[src/rtl/idle_sleep_pkg.sv]
package idle_sleep_pkg;

  typedef enum logic [1:0] {
    MODE_ACTIVE  = 2'd0,
    MODE_SLEEP   = 2'd1,
    MODE_RESTART = 2'd2
  } sleepMode_e;

  // Strobes from the mode controller to the counting datapath
  typedef struct packed {
    logic clrCount;    // zero prescaler and step counter
    logic runCount;    // advance prescaler by one idle cycle
    logic runRestart;  // advance the oscillator settling counter
  } sleepCtl_t;

endpackage

[src/rtl/idle_sleep_dp.sv]
module idle_sleep_dp
  import idle_sleep_pkg::*;
#(
  parameter int PRESCALE_CYCLES = 32768,
  parameter int STEP_W          = 13,
  parameter int MAX_STEPS       = 8057,
  parameter int INIT_CYCLES     = 112000,
  parameter int RESTART_CYCLES  = 40
) (
  input  logic              clk,
  input  logic              rst_n,
  input  sleepCtl_t         ctl,
  input  logic              cfgWrEn,
  input  logic [STEP_W-1:0] cfgWrData,
  output logic              stepHit,
  output logic              restartDone
);

  localparam int PRE_W  = (PRESCALE_CYCLES > 1) ? $clog2(PRESCALE_CYCLES) : 1;
  localparam int RST_W  = (RESTART_CYCLES > 1) ? $clog2(RESTART_CYCLES) : 1;
  localparam int INIT_W = $clog2(INIT_CYCLES + 1);
  localparam logic [PRE_W-1:0]  PRE_LAST  = PRE_W'(PRESCALE_CYCLES - 1);
  localparam logic [RST_W-1:0]  RST_LAST  = RST_W'(RESTART_CYCLES - 1);
  localparam logic [INIT_W-1:0] INIT_LAST = INIT_W'(INIT_CYCLES);
  localparam logic [STEP_W-1:0] MAX_V     = STEP_W'(MAX_STEPS);

  logic [PRE_W-1:0]  preCnt;
  logic [STEP_W-1:0] stepCnt;
  logic [STEP_W-1:0] timeoutReg;
  logic [STEP_W-1:0] wrVal;
  logic [RST_W-1:0]  restartCnt;
  logic [INIT_W-1:0] initCnt;
  logic              initDone;

  assign initDone = (initCnt == INIT_LAST);

  // Host value clamped into the legal step range
  always_comb begin
    if (cfgWrData == '0)       wrVal = STEP_W'(1);
    else if (cfgWrData > MAX_V) wrVal = MAX_V;
    else                        wrVal = cfgWrData;
  end

  always_ff @(posedge clk or negedge rst_n) begin
    if (!rst_n) begin
      initCnt    <= '0;
      timeoutReg <= MAX_V;
    end else begin
      if (!initDone) initCnt <= initCnt + INIT_W'(1);
      if (initDone && cfgWrEn) timeoutReg <= wrVal;
    end
  end

  // Prescaler and step counter
  always_ff @(posedge clk or negedge rst_n) begin
    if (!rst_n) begin
      preCnt  <= '0;
      stepCnt <= '0;
    end else if (ctl.clrCount) begin
      preCnt  <= '0;
      stepCnt <= '0;
    end else if (ctl.runCount) begin
      if (preCnt == PRE_LAST) begin
        preCnt  <= '0;
        stepCnt <= stepCnt + STEP_W'(1);
      end else begin
        preCnt <= preCnt + PRE_W'(1);
      end
    end
  end

  assign stepHit = (preCnt == PRE_LAST) &&
                   (({1'b0, stepCnt} + (STEP_W+1)'(1)) >= {1'b0, timeoutReg});

  // Oscillator settling counter
  always_ff @(posedge clk or negedge rst_n) begin
    if (!rst_n)                restartCnt <= '0;
    else if (!ctl.runRestart)  restartCnt <= '0;
    else if (!restartDone)     restartCnt <= restartCnt + RST_W'(1);
  end

  assign restartDone = (restartCnt == RST_LAST);

  p_timeout_range_r3: assert property (@(posedge clk) disable iff (!rst_n)
    (timeoutReg != '0) && (timeoutReg <= MAX_V));

  p_locked_in_init_r4: assert property (@(posedge clk) disable iff (!rst_n)
    !initDone |-> (timeoutReg == MAX_V));

  p_clear_count_r7: assert property (@(posedge clk) disable iff (!rst_n)
    ctl.clrCount |=> ((preCnt == '0) && (stepCnt == '0)));

endmodule

[src/rtl/idle_sleep_fsm.sv]
module idle_sleep_fsm
  import idle_sleep_pkg::*;
(
  input  logic      clk,
  input  logic      rst_n,
  input  logic      sclIn,
  input  logic      sdaIn,
  input  logic      busy,
  input  logic      stepHit,
  input  logic      restartDone,
  output sleepCtl_t ctl,
  output logic      sleepEn
);

  sleepMode_e mode, modeNext;
  logic linesHigh, busIdle;

  assign linesHigh = sclIn & sdaIn;
  assign busIdle   = linesHigh & ~busy;

  always_comb begin
    modeNext = mode;
    ctl      = '0;
    case (mode)
      MODE_ACTIVE: begin
        if (busIdle && stepHit) begin
          modeNext     = MODE_SLEEP;
          ctl.clrCount = 1'b1;
        end else if (busIdle) begin
          ctl.runCount = 1'b1;
        end else begin
          ctl.clrCount = 1'b1;
        end
      end
      MODE_SLEEP: begin
        ctl.clrCount = 1'b1;
        if (!linesHigh) modeNext = MODE_RESTART;
      end
      MODE_RESTART: begin
        ctl.clrCount   = 1'b1;
        ctl.runRestart = 1'b1;
        if (restartDone) modeNext = MODE_ACTIVE;
      end
      default: modeNext = MODE_ACTIVE;
    endcase
  end

  always_ff @(posedge clk or negedge rst_n) begin
    if (!rst_n) mode <= MODE_ACTIVE;
    else        mode <= modeNext;
  end

  // Wake path: line levels gate the registered sleep state directly
  assign sleepEn = (mode == MODE_SLEEP) & linesHigh;

  p_sleep_on_idle_r1: assert property (@(posedge clk) disable iff (!rst_n)
    $rose(mode == MODE_SLEEP) |-> $past(sclIn && sdaIn && !busy));

  p_wake_to_restart_r6: assert property (@(posedge clk) disable iff (!rst_n)
    ((mode == MODE_SLEEP) && !(sclIn && sdaIn)) |=> (mode == MODE_RESTART));

  p_no_skip_restart_r6: assert property (@(posedge clk) disable iff (!rst_n)
    (mode == MODE_SLEEP) |=> (mode != MODE_ACTIVE));

endmodule

[src/rtl/idle_sleep_ctrl.sv]
module idle_sleep_ctrl
  import idle_sleep_pkg::*;
#(
  parameter int PRESCALE_CYCLES = 32768,
  parameter int STEP_W          = 13,
  parameter int MAX_STEPS       = 8057,
  parameter int INIT_CYCLES     = 112000,
  parameter int RESTART_CYCLES  = 40
) (
  input  logic              clk,
  input  logic              rst_n,
  input  logic              sclIn,
  input  logic              sdaIn,
  input  logic              busy,
  input  logic              cfgWrEn,
  input  logic [STEP_W-1:0] cfgWrData,
  output logic              sleepEn,
  output logic              oscEn
);

  sleepCtl_t ctl;
  logic stepHit, restartDone;

  idle_sleep_fsm uFsm (
    .clk(clk), .rst_n(rst_n), .sclIn(sclIn), .sdaIn(sdaIn), .busy(busy),
    .stepHit(stepHit), .restartDone(restartDone), .ctl(ctl), .sleepEn(sleepEn)
  );

  idle_sleep_dp #(
    .PRESCALE_CYCLES(PRESCALE_CYCLES), .STEP_W(STEP_W), .MAX_STEPS(MAX_STEPS),
    .INIT_CYCLES(INIT_CYCLES), .RESTART_CYCLES(RESTART_CYCLES)
  ) uDp (
    .clk(clk), .rst_n(rst_n), .ctl(ctl), .cfgWrEn(cfgWrEn), .cfgWrData(cfgWrData),
    .stepHit(stepHit), .restartDone(restartDone)
  );

  assign oscEn = ~sleepEn;

  p_osc_on_when_line_low_r5: assert property (@(posedge clk) disable iff (!rst_n)
    (!sclIn || !sdaIn) |-> oscEn);

endmodule

[config.mk]
export PLATFORM = sky130hd
export DESIGN_NAME = idle_sleep_ctrl
export DESIGN_NICKNAME = d
export VERILOG_FILES = /design/src/rtl/idle_sleep_pkg.sv /design/src/rtl/idle_sleep_dp.sv /design/src/rtl/idle_sleep_fsm.sv /design/src/rtl/idle_sleep_ctrl.sv
export SDC_FILE = /design/constraint.sdc
export NUM_CORES = 1
export LEC_CHECK = 0
export ABC_AREA = 0
export BUFFER_PORTS_ARGS = -buffer_cell sky130_fd_sc_hd__buf_2
export CORE_MARGIN = 4
export CORE_UTILIZATION = 55
export DETAILED_ROUTE_END_ITERATION = 8
export PLACE_DENSITY = 0.75
export SYNTH_ARGS = -nofsm -noshare
export SYNTH_HDL_FRONTEND = slang
export SYNTH_HIERARCHICAL = 1
export SYNTH_SLANG_ARGS = --single-unit
[constraint.sdc]
create_clock -name clk -period 3.6 [get_ports clk]
set_clock_uncertainty 0.1 [all_clocks]
set_input_delay 0 -clock clk [delete_from_list [all_inputs] [get_ports clk]]
set_output_delay 0 -clock clk [all_outputs]
set_load 0.01 [all_outputs]
==> PnR_summary.wiki, run 1 <==
{| class="wikitable"
! Metric !! Value
|-
| Filler instances || 410
|-
| GRT Util Overall || 22.5%
|-
| Maximum single-stage delay on the critical path || 0.48 ns
|-
| Timing-limited maximum frequency || 0.274 GHz
|-
| Clock tree from TritonCTS || done
|-
| Met2 GRT Util || 36.1%
|-
| Insertion delay of the later-clocked pin in the worst-skew pair || 0.35 ns
|-
| Element type at the critical path start || flip-flop
|-
| Yosys reg bits || 66
|-
| Critical path data required time || 3.77 ns
|-
| Via count of the first global-routing pass || 3170
|-
| Hold WS || 0.0674 ns
|-
| Total Die Area || 0.00810 mm^2
|-
| Number of H-tree levels || 3
|-
| Crit path arrival time || 3.82 ns
|-
| Most frequent cell on the critical path || and4_1
|-
| Worst-path cell chain || ha_4, nand2_2, nor2_2, and3_4, xor2_2, ha_1, and4_1, and4_1, o41ai_2, a21oi_2, nor4b_2, buf_4, and4_1, buf_6, nand2_1, xor2_1, nor2_1
|-
| Type of element capturing the critical path || flip-flop
|-
| Post-detail-place hpwl || 5250 um
|-
| Busiest grt layer || met2
|-
| Count of maximum capacitance violations || 0
|-
| Ratio of total power to cell area || 295 mW/mm^2
|-
| Post-Route WL || 9500 um
|-
| Share of the clock period used by the worst path after layout || 101%
|-
| Per-cell via count in the routed design || 5.79
|-
| Core area || 0.00642 mm^2
|-
| Max-Slew Margin vs Limit || 35.3%
|-
| Vertical die dimension || 90.0 um
|-
| Portion of the post-synthesis area used by sequential elements || 45.0%
|-
| RD Place Congestion || 0.860
|-
| TritonCTS Sinks || 66
|-
| Post-synth design cell area || 0.00370 mm^2
|-
| Clock input transition at the sequential cells of the worst setup and hold paths || 0.08 ns
|-
| Count of unique library cells instantiated by Yosys || 49
|-
| Root buffer cell || clkbuf_8
|-
| Pleak || 0.00220 uW
|-
| Least setup slack across all paths after layout || -0.0503 ns
|-
| Finish-stage setup viols || 9
|-
| Unrepaired setup endpoints after global routing || true
|-
| IO Port Bufs || 20
|-
| Run status || finished, violations left
|-
| Critical path type || flip-flop to flip-flop
|-
| Max FO, Critical Path || 9
|-
| Worst-path cell with the longest stage delay || dfrtp_2
|-
| Cell types with the largest area share after synthesis || dfrtp_1 (38%), ha_1 (8.1%), dfstp_2 (7.1%), xor2_1 (6.6%), xnor2_1 (5.2%)
|-
| Share of post-route cells with drive strength above 1 || 27.5%
|-
| Max clock buf depth || 2
|-
| Starting Density || 57.6%
|-
| Pre-Repair DR Iteration Count || 4
|-
| Max-slew violations || 0
|-
| Synthesis-to-layout area growth || 30.4%
|-
| Die boundary width || 90.0 um
|-
| Number of nets in the layout || 514
|-
| Antenna violations before repair || 0
|-
| Num CTS Buffers || 9
|-
| Peak ir drop on the vdd network || 0.000183 V
|-
| Nets in the synthesized netlist || 422
|-
| Violated checks || negative setup slack
|-
| Starting DRC count in detailed routing || 146
|-
| Number of routed nets with antenna violations || 0
|-
| Antenna Diode Count || 0
|-
| Via count || 3204
|-
| Pin count of the biggest net entering global routing || 45
|-
| Avg WL per Cell || 17.2 um
|-
| Mapped Avg Cell Area || 9.76 um^2
|-
| Cells after synthesis || 379
|-
| Number of hold-slack violations in the final timing report || 0
|-
| Total overflow reported by the global router || 0
|-
| Met3 Usage GRT || 4.92%
|-
| Total power || 1420 uW
|-
| Yosys warnings || 6
|-
| Met1 track utilization from global routing || 27.8%
|-
| Remaining design rule violation count || 0
|-
| Total number of placement rows || 29
|-
| Transition time at the pin with the least slew margin || 0.970 ns
|-
| I/O pin total || 21
|-
| Top cell type's share of synthesized area || 37.9%
|-
| Min Clock Period, post-route || 3.65 ns
|-
| Wire length of the first global-routing pass || 14700 um
|-
| Leading area contributor after synthesis || dfrtp_1
|-
| Min-Delay Path Class || input port to flip-flop
|}
[sequential cells by signal (all words and copies together), names as in the netlist]
signal / flops
uDp/preCnt: 15
uDp/stepCnt: 13
uDp/restartCnt: 6
uDp/initCnt: 17
uDp/timeoutReg: 13
uFsm/mode: 2
[Yosys cell counts, drive strengths merged]
cell type and number:
a211o 1, a211oi 2, o21a 1, nand4b 2, a21boi 1, nand4 14
inv 20, o31ai 1, nor3 2, nand3b 3, nand2 37, a41oi 1
o21ai 14, a21oi 21, dfrtp 56, clkbuf 6, and2 6, o221ai 1
nor4b 1, a31oi 3, o211a 1, and4 4, nand2b 5, dfstp 10
mux2i 2, o41ai 1, xnor2 22, nand3 18, xor2 28, and2b 1
or3 3, nor3b 1, or4 1, nor2b 3, nor2 43, and3 11
ha 24, mux2 2, or4b 1, nor4 3, buf 2
[cell type report]
| cell class | instances | area, um^2 | area share, % |
|---|---|---|---|
| clock inverter | 6 | 67.6 | 1.40 |
| clock buffer | 10 | 128 | 2.65 |
| inverter | 20 | 75.1 | 1.56 |
| multi-input combinational | 285 | 2080 | 43.2 |
| sequential | 66 | 1670 | 34.6 |
| tap | 77 | 96.3 | 2.00 |
| timing repair buffer | 89 | 707 | 14.7 |
[placed cells by master (no fill, tap or decap), types with 16 or more instances in the layout]
cell type       n
dlygate4sd3_1  31
xor2_1         27
buf_2          20
buf_4          35
nand2_1        32
nand3_1        16
nor2_1         39
xnor2_1        20
inv_1          19
dfrtp_1        53
ha_1           22
[logic make-up after synthesis]
kind of cell             share of synthesized area [%]
XOR/XNOR                                          11.8
buffers and inverters                             3.58
flip-flops                                        45.0
multiplexers                                      1.15
adder cells (fa/ha/maj)                           8.12
AO/OA/AOI/OAI                                     7.81
AND/OR/NAND/NOR                                   22.5
[worst paths after layout]
check,slack (ns),endpoint,from,cells after the start
max in group asynchronous,2.30,uDp/preCnt[11],rst_n,3
min in group asynchronous,0.23,uDp/initCnt[12],rst_n,2
hold reg to reg,0.39,uDp/initCnt[11],uDp/initCnt[11],1
setup / recovery,-0.05,uDp/stepCnt[2],uDp/stepCnt[0],17
hold / removal,0.07,uDp/timeoutReg[1],cfgWrEn,3
setup reg to reg,-0.05,uDp/stepCnt[2],uDp/stepCnt[0],17
[routing by layer]
| layer | up-vias | part of all wire [%] | wire length [um] |
|---|---|---|---|
| met5 | - | 0 | 0 |
| met4 | 0 | 4.1 | 387 |
| met3 | 44 | 4.5 | 424 |
| met2 | 110 | 50 | 4730 |
| met1 | 1564 | 42 | 3960 |
| li1 | 1486 | - | - |
[timing repair]
item | 4_1_cts | 5_1_grt
buffers inserted | 7 | 7
gates cloned | 0 | 0
resized for setup | 10 | 35
setup endpoints to repair | 23 | 24
pin swaps | 15 | 18
endpoints found under the hold margin | 47 | 0
hold buffers | 31 | 0
[power by group]
part           total (uW)  leakage [uW]  switching, uW  internal (uW)
logic                60.0       0.00126           34.6           25.4
registers             742      0.000852          0.128            742
clock network         619     0.0000925            298            321
[critical path: cells and delay by family, from the launching register on]
family	cells	cell delay (ns)
fa+ha+maj	2	0.43
simple gates	9	1.42
compound gates	2	0.49
flops	1	0.48
buf+inv	2	0.32
xor+xnor	2	0.32
[metrics by stage]
stage | TNS [ns] | util (%) | setup WS [ns] | area [um^2] | std cells
after floorplan | 0 | - | 0.0738 | 3710 | 379
after global placement | -0.159 | 62.7 | -0.0215 | 4030 | 492
after detailed placement | -2.61 | 62.7 | -0.184 | 4030 | 492
after CTS | 0 | 72.0 | 0.00286 | 4620 | 546
after global routing | -2.92 | 75.1 | -0.183 | 4820 | 553
final | -0.288 | 75.1 | -0.0503 | 4820 | 553
No activity file was read; power rests on OpenSTA's default activity.
==> inputs of run 2 (changes only) <==
--- a/config.mk
+++ b/config.mk
@@ -11,6 +11,7 @@
 export CORE_UTILIZATION = 55
 export DETAILED_ROUTE_END_ITERATION = 8
 export PLACE_DENSITY = 0.75
+export REMOVE_ABC_BUFFERS = 1
 export SYNTH_ARGS = -nofsm -noshare
 export SYNTH_HDL_FRONTEND = slang
 export SYNTH_HIERARCHICAL = 1
==> run 2 against run 1 <==
The flow still finishes with violations (negative setup slack). Core utilization grew 1.0 points. Global-route usage shrank 0.50 points. Hold slack lost 0.041 ns. Sequential share of layout area shrank 0.49 points. Largest cell class unchanged. Power grew 15%. Critical path type unchanged. Critical endpoint is now uDp/preCnt[7]. Count of clock-buffer cells in the layout shrank 1. Sequential power is essentially flat. Final cell count shrank 0.54%. Register-to-register slack lost 0.14 ns. Die area is the same.
==> PnR_summary.wiki, run 2 (same netlist as run 1, synthesis figures left out) <==
{| class="wikitable"
! Metric !! Value
|-
| Num CTS Buffers || 9
|-
| Pleak || 0.00224 uW
|-
| Least setup slack across all paths after layout || -0.193 ns
|-
| Pin count of the biggest net entering global routing || 50
|-
| Max FO, Critical Path || 6
|-
| Number of routed nets with antenna violations || 0
|-
| Max clock buf depth || 2
|-
| Starting DRC count in detailed routing || 267
|-
| Synthesis-to-layout area growth || 32.2%
|-
| Hold WS || 0.0260 ns
|-
| GRT Util Overall || 22.0%
|-
| Ratio of total power to cell area || 335 mW/mm^2
|-
| Via count of the first global-routing pass || 3203
|-
| Min-Delay Path Class || input port to flip-flop
|-
| Number of nets in the layout || 511
|-
| Number of H-tree levels || 3
|-
| Type of element capturing the critical path || flip-flop
|-
| Hold worst-path end || uDp/timeoutReg[12]
|-
| Number of placed instances, taps included || 495
|-
| I/O pin total || 21
|-
| Core area || 0.00642 mm^2
|-
| Peak ir drop on the vdd network || 0.000239 V
|-
| Share of the clock period used by the worst path after layout || 105%
|-
| Commonest non-fill, non-tap cell in the layout || dfrtp_1
|-
| Max-Slew Margin vs Limit || 27.8%
|-
| Total power || 1640 uW
|-
| Per-cell via count in the routed design || 5.77
|-
| Worst reg2reg path startpoint || uDp/stepCnt[3]
|-
| R2R depth || 17
|-
| IO Port Bufs || 20
|-
| Total Die Area || 0.00810 mm^2
|-
| Avg WL per Cell || 17.3 um
|-
| Min Clock Period, post-route || 3.79 ns
|-
| Post-Route WL || 9520 um
|-
| Critical path data required time || 3.73 ns
|-
| Timing-limited maximum frequency || 0.264 GHz
|-
| Max-slew violations || 0
|-
| Cells on Worst Hold Path || 3
|-
| Antenna violations before repair || 0
|-
| Starting Density || 57.6%
|-
| Antenna Diode Count || 0
|-
| Via count || 3176
|-
| Remaining design rule violation count || 0
|-
| Final Instance Count excl. Fillers || 550
|-
| Number of hold-slack violations in the final timing report || 0
|-
| Max reg flops || 17
|-
| Finish-stage setup viols || 22
|-
| Filler instances || 394
|-
| Largest register by flop count || uDp/initCnt
|-
| Sum of negative setup slack || -2.49 ns
|-
| Insertion delay of the later-clocked pin in the worst-skew pair || 0.35 ns
|-
| Pre-Repair DR Iteration Count || 6
|-
| TritonCTS Sinks || 66
|-
| Transition time at the pin with the least slew margin || 1.08 ns
|-
| Most frequent cells in the layout || dfrtp_1 (54), nor2_1 (39), buf_4 (35)
|-
| Wire length of the first global-routing pass || 14700 um
|-
| Run status || finished, violations left
|-
| Clock input transition at the sequential cells of the worst setup and hold paths || 0.08 ns
|-
| Clock tree from TritonCTS || done
|-
| Vertical die dimension || 90.0 um
|-
| R2R Setup Slk || -0.19 ns
|-
| Share of post-route cells with drive strength above 1 || 29.2%
|-
| Unrepaired setup endpoints after global routing || true
|-
| Critical register-to-register path endpoint || uDp/preCnt[7]
|-
| Total overflow reported by the global router || 0
|-
| Launch point of the worst hold path || cfgWrEn
|-
| Root buffer cell || clkbuf_8
|-
| Element type at the critical path start || flip-flop
|-
| Die boundary width || 90.0 um
|-
| Post-detail-place hpwl || 5350 um
|-
| RD Place Congestion || 0.788
|-
| Violated checks || negative setup slack
|-
| Count of maximum capacitance violations || 0
|-
| Top Registers || uDp/initCnt (17), uDp/preCnt (15)
|-
| Crit path arrival time || 3.92 ns
|-
| Critical path type || flip-flop to flip-flop
|-
| Total number of placement rows || 29
|}
[run 2: cell count changes in the layout (fill, tap and decap cells not counted), moves of 2 or more]
| cell | before | now |
|---|---|---|
| bufinv_16 | 1 | 4 |
| xor2_1 | 27 | 25 |
| xor2_2 | 1 | 3 |
| o21ai_1 | 3 | 1 |
| dlygate4sd3_1 | 31 | 27 |
[run 2: layout make-up]
class	instances	area (um^2)	area share, %
flip-flops and latches	66	1670	34.1
clock inverters	7	141	2.89
inverters	20	75.1	1.54
well taps	77	96.3	1.97
multi-input cells	285	2110	43.2
clock buffers	9	124	2.53
repair buffers	86	672	13.7
[run 2: where the power goes]
group | internal [uW] | switching (uW)
logic | 26.6 | 34.6
registers | 742 | 0.114
clock network | 530 | 305
total | 1300 | 340
[run 2: worst max path at each step]
stage / slack, ns / to / from
6_report: -0.19 / uDp/preCnt[7] / uDp/stepCnt[3]
5_1_grt: -0.37 / uDp/preCnt[9] / uDp/stepCnt[3]
4_1_cts: 0.03 / uDp/preCnt[9] / uDp/stepCnt[1]
3_5_place_dp: -0.16 / uDp/stepCnt[12] / uDp/stepCnt[0]
3_3_place_gp: -0.09 / uDp/stepCnt[8] / uDp/stepCnt[0]
2_1_floorplan: -0.56 / uDp/stepCnt[5] / uDp/stepCnt[2]
[run 2: timing repair]
action,in CTS,in global routing
hold buffers,27,0
setup endpoints to repair,24,25
buffers inserted,5,7
pin swaps,6,21
gates cloned,0,1
resized for setup,7,45
hold endpoints to repair,52,0
[run 2: routing by layer]
metal / wire length [um] / up-vias / track usage (%) / share of wire (%)
met3: 438 / 28 / 5.09 / 4.6
met2: 4790 / 116 / 37.5 / 50
met5: 0 / - / 0 / 0
met1: 4050 / 1557 / 27.6 / 43
li1: - / 1475 / - / -
met4: 236 / 0 / 7.65 / 2.5
[run 2: stage by stage]
| step | worst slack, ns | cell area [um^2] | utilization [%] |
|---|---|---|---|
| 6_report | -0.193 | 4890 | 76.1 |
| 5_1_grt | -0.367 | 4890 | 76.1 |
| 4_1_cts | 0.0262 | 4650 | 72.4 |
| 3_5_place_dp | -0.164 | 4040 | 62.9 |
| 3_3_place_gp | -0.0922 | 4040 | 62.9 |
| 2_1_floorplan | -0.561 | 3640 | - |
[run 2: critical path: stages, from the launching register on]
cell and delay [ns]:
dfrtp_1 0.43, nand4_1 0.23, nor2_4 0.19, and3_4 0.23, xor2_2 0.18, ha_1 0.26
and4_1 0.21, nor2b_4 0.14, o41ai_4 0.39, a21oi_2 0.13, buf_4 0.15, o31ai_4 0.18
a21oi_2 0.12, buf_4 0.15, o211a_4 0.26, nand4_1 0.12, xor2_1 0.14, nor2_1 0.05
